[config.mk]
export PLATFORM = sky130hd
export DESIGN_NAME = mask_gated_neuron
export DESIGN_NICKNAME = d
export VERILOG_FILES = /design/src/rtl/mgn_pkg.sv /design/src/rtl/mgn_mask_gen.sv /design/src/rtl/mgn_seq.sv /design/src/rtl/mgn_mac.sv /design/src/rtl/mask_gated_neuron.sv
export SDC_FILE = /design/constraint.sdc
export NUM_CORES = 1
export LEC_CHECK = 0
export BUFFER_PORTS_ARGS = -buffer_cell sky130_fd_sc_hd__buf_2
export CAP_MARGIN = 20
export CORE_MARGIN = 2
export CORE_UTILIZATION = 50
export CTS_CLUSTER_DIAMETER = 40
export DETAILED_ROUTE_END_ITERATION = 8
export GPL_TIMING_DRIVEN = 0
export MAX_ROUTING_LAYER = met4
export PLACE_DENSITY = 0.75
export SLEW_MARGIN = 20
export SYNTH_ARGS = -nofsm -noshare
export SYNTH_HDL_FRONTEND = slang
export SYNTH_SLANG_ARGS = --single-unit
[constraint.sdc]
create_clock -name clk -period 11.12 [get_ports clk]
set_input_delay 3.336 -clock clk [delete_from_list [all_inputs] [get_ports clk]]
set_output_delay 3.336 -clock clk [all_outputs]
set_load 0.01 [all_outputs]
[src/rtl/mgn_pkg.sv]
package mgn_pkg;

    typedef enum logic {
        MAC_MULTIPLY    = 1'b0,
        MAC_SIGN_SELECT = 1'b1
    } mac_mode_e;

    // control word travelling from the address stage to the accumulate stage
    typedef struct packed {
        logic valid;
        logic keep;
        logic first;
        logic last;
    } stage_ctl_t;

    // maximal-length feedback tap sets for a left-shifting register
    function automatic logic [31:0] lfsr_taps(input int width);
        case (width)
            3:       return 32'h0000_0006;
            4:       return 32'h0000_000C;
            5:       return 32'h0000_0014;
            6:       return 32'h0000_0030;
            7:       return 32'h0000_0060;
            8:       return 32'h0000_00B8;
            9:       return 32'h0000_0110;
            10:      return 32'h0000_0240;
            11:      return 32'h0000_0500;
            12:      return 32'h0000_0E08;
            13:      return 32'h0000_1C80;
            14:      return 32'h0000_3802;
            15:      return 32'h0000_6000;
            default: return 32'h0000_B400;
        endcase
    endfunction

endpackage

[src/rtl/mgn_mask_gen.sv]
module mgn_mask_gen #(
    parameter int LFSR_W = 4,
    parameter int SEED   = 9,
    parameter int THRESH = 6
) (
    input  logic clk,
    input  logic rst,
    input  logic reseed,
    input  logic advance,
    output logic keep
);
    import mgn_pkg::*;

    localparam logic [LFSR_W-1:0] TAPS     = LFSR_W'(lfsr_taps(LFSR_W));
    localparam logic [LFSR_W-1:0] SEED_V   = LFSR_W'(SEED);
    localparam logic [LFSR_W-1:0] THRESH_V = LFSR_W'(THRESH);

    logic [LFSR_W-1:0] state_q;
    logic [LFSR_W-1:0] cur;
    logic [LFSR_W-1:0] nxt;
    logic              fb;

    always_comb begin
        cur  = reseed ? SEED_V : state_q;
        fb   = ^(cur & TAPS);
        nxt  = {cur[LFSR_W-2:0], fb};
        keep = (cur >= THRESH_V);
    end

    always_ff @(posedge clk) begin
        if (rst) begin
            state_q <= SEED_V;
        end else if (advance) begin
            state_q <= nxt;
        end else if (reseed) begin
            state_q <= SEED_V;
        end
    end

endmodule

[src/rtl/mgn_seq.sv]
module mgn_seq #(
    parameter int N_INPUTS = 16,
    parameter int ADDR_W   = 4
) (
    input  logic              clk,
    input  logic              rst,
    input  logic              in_start,
    input  logic              in_valid,
    input  logic              keep,
    output logic              accept,
    output logic              is_first,
    output logic              is_last,
    output logic              rd_en,
    output logic [ADDR_W-1:0] rd_addr
);
    localparam int CNT_W = (N_INPUTS > 1) ? $clog2(N_INPUTS) : 1;
    localparam logic [CNT_W-1:0] LAST_IDX = CNT_W'(N_INPUTS - 1);

    logic              open_q;
    logic              first_pend_q;
    logic [CNT_W-1:0]  in_cnt_q;
    logic [ADDR_W-1:0] addr_q;

    logic [CNT_W-1:0]  cnt_eff;
    logic [ADDR_W-1:0] addr_eff;

    always_comb begin
        cnt_eff  = in_start ? '0 : in_cnt_q;
        addr_eff = in_start ? '0 : addr_q;
        accept   = in_valid & (in_start | open_q);
        is_first = in_start | first_pend_q;
        is_last  = (cnt_eff == LAST_IDX);
        rd_en    = accept & keep;
        rd_addr  = addr_eff;
    end

    always_ff @(posedge clk) begin
        if (rst) begin
            open_q       <= 1'b0;
            first_pend_q <= 1'b0;
            in_cnt_q     <= '0;
            addr_q       <= '0;
        end else begin
            if (in_start) begin
                open_q       <= 1'b1;
                first_pend_q <= 1'b1;
                in_cnt_q     <= '0;
                addr_q       <= '0;
            end
            if (accept) begin
                first_pend_q <= 1'b0;
                addr_q       <= addr_eff + ADDR_W'(keep);
                if (is_last) begin
                    open_q   <= 1'b0;
                    in_cnt_q <= '0;
                end else begin
                    in_cnt_q <= cnt_eff + 1'b1;
                end
            end
        end
    end

endmodule

[src/rtl/mgn_mac.sv]
module mgn_mac
    import mgn_pkg::*;
#(
    parameter int        DATA_W = 8,
    parameter int        WGT_W  = 8,
    parameter int        ACC_W  = 16,
    parameter mac_mode_e MODE   = MAC_MULTIPLY
) (
    input  logic              clk,
    input  logic              rst,
    input  logic              in_accept,
    input  logic              in_keep,
    input  logic              in_first,
    input  logic              in_last,
    input  logic [DATA_W-1:0] in_data,
    input  logic [WGT_W-1:0]  wgt_rdata,
    output logic              out_valid,
    output logic [ACC_W-1:0]  out_data
);
    localparam int PROD_W = DATA_W + WGT_W;
    localparam int EXT_W  = ACC_W + 1 - PROD_W;
    localparam logic signed [ACC_W-1:0] ACC_MAX = {1'b0, {(ACC_W-1){1'b1}}};
    localparam logic signed [ACC_W-1:0] ACC_MIN = {1'b1, {(ACC_W-1){1'b0}}};

    stage_ctl_t                ctl_q;
    logic signed [DATA_W-1:0]  x_q;
    logic signed [ACC_W-1:0]   acc_q;

    logic signed [WGT_W-1:0]   w_s;
    logic signed [PROD_W-1:0]  prod;
    logic signed [ACC_W-1:0]   base;
    logic signed [ACC_W:0]     sum;
    logic signed [ACC_W-1:0]   sum_sat;
    logic signed [ACC_W-1:0]   acc_nxt;
    logic        [ACC_W-1:0]   rect;

    assign w_s = $signed(wgt_rdata);

    generate
        if (MODE == MAC_SIGN_SELECT) begin : g_sign_sel
            logic signed [PROD_W-1:0] x_ext;
            assign x_ext = {{WGT_W{x_q[DATA_W-1]}}, x_q};
            assign prod  = (w_s >= 0) ? x_ext : -x_ext;
        end else begin : g_mult
            assign prod = x_q * w_s;
        end
    endgenerate

    always_comb begin
        base = ctl_q.first ? '0 : acc_q;
        sum  = {base[ACC_W-1], base} + {{EXT_W{prod[PROD_W-1]}}, prod};
        if (sum[ACC_W] != sum[ACC_W-1]) begin
            sum_sat = sum[ACC_W] ? ACC_MIN : ACC_MAX;
        end else begin
            sum_sat = sum[ACC_W-1:0];
        end
        acc_nxt = ctl_q.keep ? sum_sat : base;
        rect    = acc_nxt[ACC_W-1] ? '0 : acc_nxt;
    end

    always_ff @(posedge clk) begin
        if (rst) begin
            ctl_q     <= '0;
            x_q       <= '0;
            acc_q     <= '0;
            out_valid <= 1'b0;
            out_data  <= '0;
        end else begin
            ctl_q     <= '{valid: in_accept, keep: in_keep & in_accept,
                           first: in_first,  last: in_last & in_accept};
            x_q       <= $signed(in_data);
            out_valid <= ctl_q.valid & ctl_q.last;
            if (ctl_q.valid) begin
                acc_q <= acc_nxt;
            end
            if (ctl_q.valid & ctl_q.last) begin
                out_data <= rect;
            end
        end
    end

endmodule

[src/rtl/mask_gated_neuron.sv]
module mask_gated_neuron
    import mgn_pkg::*;
#(
    parameter int        N_INPUTS    = 16,
    parameter int        DATA_W      = 8,
    parameter int        WGT_W       = 8,
    parameter int        ACC_W       = 16,
    parameter int        WMEM_DEPTH  = 12,
    parameter int        LFSR_W      = 4,
    parameter int        SEED        = 9,
    parameter int        MASK_THRESH = 6,
    parameter mac_mode_e MODE        = MAC_MULTIPLY,
    localparam int       ADDR_W      = (WMEM_DEPTH > 1) ? $clog2(WMEM_DEPTH) : 1
) (
    input  logic              clk,
    input  logic              rst,
    input  logic              in_start,
    input  logic              in_valid,
    input  logic [DATA_W-1:0] in_data,
    output logic              wgt_rd_en,
    output logic [ADDR_W-1:0] wgt_addr,
    input  logic [WGT_W-1:0]  wgt_rdata,
    output logic              out_valid,
    output logic [ACC_W-1:0]  out_data
);

    logic keep;
    logic accept;
    logic is_first;
    logic is_last;

    mgn_mask_gen #(
        .LFSR_W (LFSR_W),
        .SEED   (SEED),
        .THRESH (MASK_THRESH)
    ) u_mask (
        .clk     (clk),
        .rst     (rst),
        .reseed  (in_start),
        .advance (accept),
        .keep    (keep)
    );

    mgn_seq #(
        .N_INPUTS (N_INPUTS),
        .ADDR_W   (ADDR_W)
    ) u_seq (
        .clk      (clk),
        .rst      (rst),
        .in_start (in_start),
        .in_valid (in_valid),
        .keep     (keep),
        .accept   (accept),
        .is_first (is_first),
        .is_last  (is_last),
        .rd_en    (wgt_rd_en),
        .rd_addr  (wgt_addr)
    );

    mgn_mac #(
        .DATA_W (DATA_W),
        .WGT_W  (WGT_W),
        .ACC_W  (ACC_W),
        .MODE   (MODE)
    ) u_mac (
        .clk       (clk),
        .rst       (rst),
        .in_accept (accept),
        .in_keep   (keep),
        .in_first  (is_first),
        .in_last   (is_last),
        .in_data   (in_data),
        .wgt_rdata (wgt_rdata),
        .out_valid (out_valid),
        .out_data  (out_data)
    );

endmodule

==> metrics.txt <==
synthesis-stage register bit count=58; Crit path max-delay family=adder cells; Cell Count, Final, Fillers Out=808; Avg Cell Area, Syn=9.35 µm²; clock slew at reported path FFs=0.05 ns; placed insts=792; Post-synth EDFFs=0; vias in the first global route=4,661; final wirelength=13,200 µm; pin count of the biggest net entering global routing=11; DP HPWL=10,400 µm; Die X=111 µm; gr ovfl total=0; final hold vios=0; top cells by count, synth=inv_1, fa_1, dfxtp_1; worst-path maximum fanout=10; Yosys warnings=0; cell accounting for the most synthesized area=fa_1; M1 WL=5840 µm; GRT Total Usage=0.231; Worst Hold Class=flop to flop; sequential area share after synthesis=0.203; initial core utilization=0.507; Routed Antenna Nets=0; Crit path buffers/inverters=4; Placed Area=6080 µm²; # H-tree levels=3; clock root buffer=clkbuf_16; worst-margin pin slew=0.900 ns; drt first pass iters=5; Slew HR=0.392; Pleak=0.00293 µW; CTS tree=done; pwr/cell area=191 nW/µm²; WP data arrival=9.17 ns; most common cell in the synthesized netlist=inv_1; hold buffer count at CTS=0; Achievable Freq=111 MHz; met3 wire length=638 µm; critical-path cell with the highest stage delay=fa_1; status=finished clean; Req. time, crit path=11.31 ns; Port Buffers=38; Setup-failing EPs final=0; CTS buffer count=9; CP Class=primary input to flop; area of the multi-input gates=4150 µm²; DRC violations left=0; min cycle time layout=8.99 ns; routed wl met2=6440 µm; Fillers=979; CP Capture Type=flop; top cells by area, synth=fa_1, dfxtp_1, ha_1; Setup TNS=0 ns; uppermost layer routed=met4; final net count=799; Ports=42; Final Core Density=0.569; via count=4,535; Top cell by count, worst path=fa_1; clk buf depth=2; DR WL/cell=16.3 µm; Final Cell Area=6410 µm²; First DRT Iteration DRCs=258; Fin Hold WS=0.458 ns; post-CTS setup buffer count=0; fin. max-slew vios=0; clock skew=0.00911 ns; Placement Rows=39; syn nets=750; Vias per Instance=5.61; worst path cell trace=buf_2 > and2_1 > inv_1 > fa_1 > inv_1 > fa_1 > fa_1 > fa_1 > fa_1 > ha_1 > o21ai_0 > o211ai_2 > nand3_1 > a21boi_2 > o22ai_2 > buf_2 > a32oi_1 > o211ai_1; Primary FF master, synth=dfxtp_1; RSZ-0062 raised after global routing=false; PostCTS Resize Cnt=0; GPL Wtd Cong=0.869; max-cap check violation count=0; asr flop ratio synth=0; Synth top area share=0.266; cell count after synthesis=611; cell area after synthesis=5710 µm²; crit share post-route=0.808; initial antenna violation count=0; Die ar.=12,300 µm²; CTS sink count=58; core area=11,300 µm²; share of post-route cells with drive strength above 1=0.113; Yosys cell types=63; first-pass GRT wire length=22,500 µm; biggest cell delay along the critical path=0.53 ns; die span in y=111 µm; insertion delay to the later sink of the worst-skew pair=0.33 ns; FF+latch area=1160 µm²; CP startpoint kind=primary input; area growth from synthesis to layout=12.2%; peak supply drop=0.000123 V; ANT cells=0
## routing by layer
layer,track usage,up-vias
met2,0.379,143
li1,-,2143
met1,0.300,2226
met5,-,-
met3,0.0366,23
met4,0.0658,0
## cells by family after synthesis
kind of cell	after synthesis	share of synthesized area
other	1	0.000657
adder cells (fa/ha/maj)	119	0.361
buffers and inverters	102	0.0705
AO/OA/AOI/OAI	128	0.159
AND/OR/NAND/NOR	180	0.170
multiplexers	3	0.00526
XOR/XNOR	20	0.0307
flip-flops	58	0.203
## power breakdown
part           internal [µW]  leakage [µW]  switching (µW)  total [µW]
sequential               216      0.000473            9.53         226
combinational            278       0.00229             415         694
clock                    208      0.000163            98.3         307
total                    703       0.00293             523        1230
## flip-flops by register name (all words and copies together) (netlist names)
signal,flops
u_seq.first_pend_q,1
u_mac.x_q,8
u_mac.acc_q,16
u_seq.open_q,1
u_seq.in_cnt_q,4
u_mac.out_valid,1
u_seq.addr_q,4
u_mask.state_q,4
u_mac.out_data,15
u_mac.ctl_q,4
## final timing paths
path | cells after the start | slack, ns | start | endpoint
max | 18 | 2.13 | wgt_rdata[0] | u_mac.out_data[13]
min | 2 | 0.46 | u_seq.first_pend_q | u_mac.ctl_q[1]
max reg2reg | 17 | 4.79 | u_mac.x_q[7] | u_mac.out_data[13]
min reg2reg | 2 | 0.46 | u_seq.first_pend_q | u_mac.ctl_q[1]
## final cells by class
cell class,instances,share of cell area
clock inverters,4,0.0115
clock buffers,12,0.0400
flip-flops and latches,58,0.181
inverters,80,0.0468
repair buffers,38,0.0297
multi-input cells,451,0.647
well taps,143,0.0279
plain buffers,22,0.0160
## worst register-to-register path, stage by stage (launching register included)
cell      delay [ns]
dfxtp_1         0.49
and2_1          0.53
inv_1           0.25
fa_1            0.53
inv_1           0.05
fa_1            0.52
fa_1            0.46
fa_1            0.53
fa_1            0.49
ha_1            0.36
o21ai_0         0.17
o211ai_2        0.22
nand3_1         0.15
a21boi_2        0.48
o22ai_2         0.24
buf_2           0.25
a32oi_1         0.34
o211ai_1        0.13
## through the flow
| stage | power (µW) | worst slack [ns] |
|---|---|---|
| after floorplan | 765 | 2.80 |
| after global placement | 887 | 1.97 |
| after detailed placement | 905 | 1.89 |
| after CTS | 1220 | 2.20 |
| after global routing | 1310 | 1.86 |
| final | 1230 | 2.13 |
## placed cells by master (no fill, tap or decap), types with 5 or more instances in the layout
cell | netlist | final
inv_1 | 79 | 79
fa_1 | 76 | 76
dfxtp_1 | 58 | 58
nand2_1 | 51 | 51
ha_1 | 43 | 43
buf_2 | 1 | 39
and2_1 | 33 | 33
nor2_1 | 33 | 33
a21oi_1 | 32 | 32
nor2b_1 | 27 | 27
clkbuf_1 | 17 | 18
xnor2_1 | 15 | 15
a211oi_1 | 14 | 14
o21ai_0 | 12 | 12
a22oi_1 | 12 | 12
o211ai_1 | 11 | 11
nand2b_1 | 9 | 9
clkbuf_16 | 0 | 9
o32ai_1 | 6 | 6
xor2_1 | 5 | 5
o31ai_1 | 5 | 5
nor3_1 | 5 | 5
Power figures use the tool's default switching activity.
